[config.mk]
export PLATFORM = sky130hd
export DESIGN_NAME = duty_recip_core
export DESIGN_NICKNAME = d
export VERILOG_FILES = /design/src/rtl/dcr_pkg.sv /design/src/rtl/dcr_normalize.sv /design/src/rtl/dcr_nr_step.sv /design/src/rtl/dcr_scale.sv /design/src/rtl/duty_recip_core.sv
export SDC_FILE = /design/constraint.sdc
export NUM_CORES = 2
export LEC_CHECK = 0
export ABC_AREA = 1
export BUFFER_PORTS_ARGS = -buffer_cell sky130_fd_sc_hd__buf_2
export CORE_ASPECT_RATIO = 1.5
export CORE_MARGIN = 3
export CORE_UTILIZATION = 30
export DETAILED_ROUTE_END_ITERATION = 7
export RECOVER_POWER = 50
export SLEW_MARGIN = 20
export SYNTH_ARGS = -nofsm -noshare
export SYNTH_HDL_FRONTEND = slang
export SYNTH_SLANG_ARGS = --single-unit
[constraint.sdc]
create_clock -name clk -period 8.48 [get_ports clk]
set_input_delay 2.12 -clock clk [delete_from_list [all_inputs] [get_ports clk]]
set_output_delay 2.12 -clock clk [all_outputs]
set_load 0.05 [all_outputs]
[src/rtl/dcr_pkg.sv]
package dcr_pkg;
  typedef enum logic [2:0] {
    ST_IDLE,
    ST_NORM,
    ST_MT,
    ST_MX,
    ST_FIN
  } dcr_state_e;
endpackage

[src/rtl/dcr_normalize.sv]
// Left-justifies the divisor, reports the shift, and picks a reciprocal seed.
module dcr_normalize #(
  parameter int VIN_W  = 10,
  parameter int FRAC_W = 20,
  parameter int SEED_B = 3,
  parameter int X_W    = FRAC_W + 2,
  parameter int S_W    = $clog2(VIN_W)
) (
  input  logic [VIN_W-1:0]  vin,
  output logic [FRAC_W-1:0] m_frac,
  output logic [S_W-1:0]    shamt,
  output logic [X_W-1:0]    seed,
  output logic              is_zero
);
  localparam int TAB_N = 1 << SEED_B;
  localparam logic [63:0] NUM = 64'd1 << (FRAC_W + SEED_B + 2);

  logic [X_W-1:0]    tab [TAB_N];
  logic [S_W-1:0]    lead;
  logic [VIN_W-1:0]  vn;
  logic [SEED_B-1:0] idx;

  // Seed = 1 / midpoint of each interval of the normalised divisor.
  for (genvar g = 0; g < TAB_N; g++) begin : g_seed
    assign tab[g] = X_W'(NUM / 64'(2 * TAB_N + 2 * g + 1));
  end

  always_comb begin
    lead = '0;
    for (int i = 0; i < VIN_W; i++) begin
      if (vin[i]) lead = S_W'(i);
    end
    shamt   = S_W'(VIN_W - 1) - lead;
    vn      = vin << shamt;
    m_frac  = FRAC_W'(vn) << (FRAC_W - VIN_W);
    idx     = vn[VIN_W-2 -: SEED_B];
    seed    = tab[idx];
    is_zero = (vin == '0);
  end
endmodule

[src/rtl/dcr_nr_step.sv]
// Datapath for one Newton-Raphson refinement, split over two cycles.
module dcr_nr_step #(
  parameter int FRAC_W = 20,
  parameter int X_W    = FRAC_W + 2
) (
  input  logic [FRAC_W-1:0] m_frac,
  input  logic [X_W-1:0]    x_cur,
  input  logic [X_W-1:0]    t_reg,
  output logic [X_W-1:0]    t_new,
  output logic [X_W-1:0]    x_new
);
  localparam int P1_W = FRAC_W + X_W;
  localparam int P2_W = 2 * X_W;
  localparam logic [X_W-1:0] TWO = X_W'(1) << (FRAC_W + 1);

  logic [P1_W-1:0] p1;
  logic [P2_W-1:0] p2;
  logic [X_W-1:0]  corr;

  always_comb begin
    p1    = P1_W'(m_frac) * P1_W'(x_cur);
    t_new = X_W'(p1 >> FRAC_W);
    corr  = TWO - t_reg;
    p2    = P2_W'(x_cur) * P2_W'(corr);
    x_new = X_W'(p2 >> FRAC_W);
  end
endmodule

[src/rtl/dcr_scale.sv]
// Multiplies the sum by the reciprocal, undoes the normalisation, clamps.
module dcr_scale #(
  parameter int SUM_W  = 10,
  parameter int VIN_W  = 10,
  parameter int FRAC_W = 20,
  parameter int PW_W   = 10,
  parameter int X_W    = FRAC_W + 2,
  parameter int S_W    = $clog2(VIN_W)
) (
  input  logic signed [SUM_W-1:0] sum,
  input  logic [X_W-1:0]          recip,
  input  logic [S_W-1:0]          shamt,
  output logic [PW_W-1:0]         pw
);
  localparam int MAG_W = SUM_W - 1;
  localparam int P_W   = MAG_W + X_W + VIN_W;
  localparam int QSH   = FRAC_W + VIN_W - PW_W;
  localparam logic [P_W-1:0] PW_MAX = P_W'((64'd1 << PW_W) - 64'd1);

  logic [MAG_W-1:0] mag;
  logic [P_W-1:0]   prod;
  logic [P_W-1:0]   quo;

  always_comb begin
    mag  = sum[MAG_W-1:0];
    prod = (P_W'(mag) * P_W'(recip)) << shamt;
    quo  = prod >> QSH;
    if (sum <= 0)            pw = '0;
    else if (quo > PW_MAX)   pw = '1;
    else                     pw = PW_W'(quo);
  end
endmodule

[src/rtl/duty_recip_core.sv]
module duty_recip_core #(
  parameter int CMD_W    = 8,
  parameter int ERR_W    = 8,
  parameter int VIN_W    = 10,
  parameter int PW_W     = 10,
  parameter int FRAC_W   = 20,
  parameter int SEED_B   = 3,
  parameter int NR_ITERS = 3
) (
  input  logic                    clk,
  input  logic                    rst,
  input  logic                    start,
  input  logic [CMD_W-1:0]        cmd_code,
  input  logic signed [ERR_W-1:0] err_code,
  input  logic [VIN_W-1:0]        vin_code,
  output logic [PW_W-1:0]         pw_code,
  output logic                    done,
  output logic                    vin_zero_err
);
  import dcr_pkg::*;

  localparam int X_W    = FRAC_W + 2;
  localparam int S_W    = $clog2(VIN_W);
  localparam int SUM_W  = CMD_W + 2;
  localparam int ITER_W = $clog2(NR_ITERS + 1);

  dcr_state_e               state;
  logic [CMD_W-1:0]         cmd_q;
  logic signed [ERR_W-1:0]  err_q;
  logic [VIN_W-1:0]         vin_q;
  logic [FRAC_W-1:0]        m_q;
  logic [X_W-1:0]           x_q;
  logic [X_W-1:0]           t_q;
  logic [S_W-1:0]           sh_q;
  logic [ITER_W-1:0]        iter;

  logic [FRAC_W-1:0]        m_c;
  logic [S_W-1:0]           sh_c;
  logic [X_W-1:0]           seed_c;
  logic                     zero_c;
  logic [X_W-1:0]           t_c;
  logic [X_W-1:0]           x_c;
  logic signed [SUM_W-1:0]  sum_c;
  logic [PW_W-1:0]          pw_c;

  assign sum_c = $signed({2'b00, cmd_q}) +
                 $signed({{(SUM_W-ERR_W){err_q[ERR_W-1]}}, err_q});

  dcr_normalize #(
    .VIN_W(VIN_W), .FRAC_W(FRAC_W), .SEED_B(SEED_B), .X_W(X_W), .S_W(S_W)
  ) norm_i (
    .vin(vin_q), .m_frac(m_c), .shamt(sh_c), .seed(seed_c), .is_zero(zero_c)
  );

  dcr_nr_step #(.FRAC_W(FRAC_W), .X_W(X_W)) step_i (
    .m_frac(m_q), .x_cur(x_q), .t_reg(t_q), .t_new(t_c), .x_new(x_c)
  );

  dcr_scale #(
    .SUM_W(SUM_W), .VIN_W(VIN_W), .FRAC_W(FRAC_W), .PW_W(PW_W),
    .X_W(X_W), .S_W(S_W)
  ) scale_i (
    .sum(sum_c), .recip(x_q), .shamt(sh_q), .pw(pw_c)
  );

  always_ff @(posedge clk) begin
    if (rst) begin
      state        <= ST_IDLE;
      done         <= 1'b0;
      pw_code      <= '0;
      vin_zero_err <= 1'b0;
      cmd_q        <= '0;
      err_q        <= '0;
      vin_q        <= '0;
      m_q          <= '0;
      x_q          <= '0;
      t_q          <= '0;
      sh_q         <= '0;
      iter         <= '0;
    end else begin
      done <= 1'b0;
      case (state)
        ST_IDLE: begin
          if (start) begin
            cmd_q <= cmd_code;
            err_q <= err_code;
            vin_q <= vin_code;
            state <= ST_NORM;
          end
        end
        ST_NORM: begin
          if (zero_c) begin
            pw_code      <= '1;
            vin_zero_err <= 1'b1;
            done         <= 1'b1;
            state        <= ST_IDLE;
          end else begin
            m_q   <= m_c;
            x_q   <= seed_c;
            sh_q  <= sh_c;
            iter  <= '0;
            state <= ST_MT;
          end
        end
        ST_MT: begin
          t_q   <= t_c;
          state <= ST_MX;
        end
        ST_MX: begin
          x_q  <= x_c;
          iter <= iter + 1'b1;
          if (iter == ITER_W'(NR_ITERS - 1)) state <= ST_FIN;
          else                               state <= ST_MT;
        end
        ST_FIN: begin
          pw_code      <= pw_c;
          vin_zero_err <= 1'b0;
          done         <= 1'b1;
          state        <= ST_IDLE;
        end
        default: state <= ST_IDLE;
      endcase
    end
  end
endmodule

==> impl_metrics.ini <==
[outcome]
outcome = finished, violations left
violations = capacitance limit, slew limit

[synth]
synth_ff_type = dfxtp_1
yosys_warnings = 0
ys_ff_latch = 101
muxShareOfSynthArea = 0
synth_compound_area_frac = 0.0690
synth-async-reset-ratio = 0
synth-seq-area-share = 0.0578
synth_top_family_by_area = adder cells
synth_enable_flop_cells = 0
yosysUniqueCellTypes = 49
avgSynthCellArea_sq_um = 7.25
syn-num-nets = 5819
synth-simple-area-share = 0.217
synth-xor-area-share = 0.0110
synthAdderAreaFrac = 0.496
syn_inst = 4821
syn_area_sq_um = 35000

[sta]
finClkSkew_ps = 15.7
fmax_ghz = 0.125
final_max_slew_viol_count = 32
relSlewSlack = -0.218
tns_ps = 0
layout_setup_ws_ps = 488
finalCritPeriodShare = 0.942
rsz0062_at_grt = false
post-route-min-period_ps = 7990
hold_violations = 0
setup_violations = 0
worst_pin_slew_ps = 1830

[global_route]
antenna_found_initial = 5
grt.total_usage = 0.202
grt_pass1_vias = 33000
overflow = 0
grt_pass1_wl_um = 188000
grt_max_degree = 71

[clocking]
clockRootBuffer = clkbuf_16
clock_path_buffers = 2
cts_tree = done
hold_buffers = 0
insertion_delay_ps = 380
cts.htree.levels = 3
cts-buffers-inserted = 9
clk_pin_slew_ps = 80
clkSinkCount = 101

[routing]
viasPerCell = 4.85
drt-wirelength-per-cell_um = 18.9
num_vias = 30800
routed-wl-met2_um = 64200
firstDrtPassIters = 6
drt_wl_total_um = 120000
drt-met1-wl_um = 41900
drc_errors = 0
drt_iter0_markers = 1820
top_layer = met5
ant_nets = 0
routed-wl-met3_um = 4360

[placed_design]
pre_cts_ws_ps = 258
dpl_cell_area_sq_um = 37400
port_buffers = 40
dpl.hpwl_um = 102000
routabilityCongestion = 0.988

[setup_path]
critPathBufInv = 10
crit_path_end_kind = flop
startpoint_type = flop
path_common_cell = fa_1
crit_arrival_ps = 8310
max_stage_delay_ps = 580
cp.required_ps = 8800
critPathSlowestCell = fa_1
crit_type = reg -> reg
cp_top_family = adder cells
cp_max_fo = 12

[floorplanning]
core_area_sq_um = 115000
rows = 152
ios = 41
start_util = 0.304
dieWidth_um = 285
dieHeight_um = 424
dieArea_sq_um = 121000

[final_layout]
stdcell_area_sq_um = 37800
area_growth_pct = 8.07
final.fill_count = 12500
drive_above_1_share = 0.0491
seq_area_sq_um = 2020
multi_input_area_sq_um = 27800
nets = 5803

[job]
maxCapViolCount = 1

[worst_hold_path]
min_path_type = reg -> reg
worst register-to-register path: cells and delay by family (launching register included):
family | cells | cell delay, ps
simple gates | 12 | 1640
fa+ha+maj | 8 | 3820
compound gates | 6 | 1080
buf+inv | 10 | 1100
flops | 1 | 330
cell families after synthesis:
| group | after synthesis |
|---|---|
| buf+inv | 1390 |
| flops | 101 |
| fa+ha+maj | 969 |
| compound gates | 437 |
| xor+xnor | 43 |
| simple gates | 1881 |
through the flow:
step,util,std cells,hold WS [ps]
after floorplan,-,4821,426
after global placement,0.325,6330,441
after detailed placement,0.325,6330,445
after CTS,0.328,6346,457
after global routing,0.328,6353,476
final,0.328,6353,454
repair_timing:
action	4_1_cts	5_1_grt
setup endpoints to repair	0	8
setup buffers	0	4
resized for setup	0	19
state kept, by name (all words and copies together) (netlist names), 2 cells and up:
name     cells
sh_q         4
state        3
cmd_q        8
pw_code     10
t_q         22
vin_q       10
err_q        8
m_q         10
iter         2
x_q         22
cell usage in the layout, fill, tap and decap left out, drive strengths merged, types with 22 or more instances in the layout:
cell    count
a21oi     202
buf       170
clkbuf     22
clkinv     22
dfxtp     101
fa        694
ha        275
inv      1162
nand2    1189
nand3     207
nand4      35
nor2      397
o21ai     153
xor2       27
final timing paths:
path / slack [ps] / cells after the start / end / from
worst max-delay path: 490 / 36 / x_q[17]$_SDFFE_PP0P_ / t_q[0]$_SDFFE_PP0P_
worst min-delay path: 450 / 2 / err_q[2]$_SDFFE_PP0P_ / err_q[2]$_SDFFE_PP0P_
worst max register to register: 490 / 36 / x_q[17]$_SDFFE_PP0P_ / t_q[0]$_SDFFE_PP0P_
worst min register to register: 450 / 2 / err_q[2]$_SDFFE_PP0P_ / err_q[2]$_SDFFE_PP0P_
synthesized netlist by cell type, types with 19 or more instances:
master / count / area [sq um]
fa_1: 694 / 13900
ha_1: 275 / 3440
nand3_1: 205 / 1030
clkinv_1: 19 / 71.3
inv_1: 1158 / 4350
nand4_1: 35 / 219
a21oi_1: 201 / 1010
nand2_1: 1185 / 4450
nor2_1: 393 / 1480
xor2_1: 26 / 228
clkbuf_1: 182 / 683
o21ai_0: 150 / 751
dfxtp_1: 101 / 2020
layout make-up:
class | count | share of cell area
Multi-Input combinational cell | 3330 | 0.735
Clock buffer | 9 | 0.00596
Clock inverter | 7 | 0.00238
Timing Repair Buffer | 183 | 0.0343
Antenna cell | 3 | 0.000199
Inverter | 1180 | 0.117
Tap cell | 1540 | 0.0510
Sequential cell | 101 | 0.0536
metal layers:
metal / track usage / vias up
met5: 0 / -
met4: 0.133 / 2
met3: 0.0188 / 346
met2: 0.387 / 906
met1: 0.207 / 15400
li1: - / 14200
Power is not shown: default switching activity piles up to over one toggle a cycle in this logic, so the estimate is an artifact.
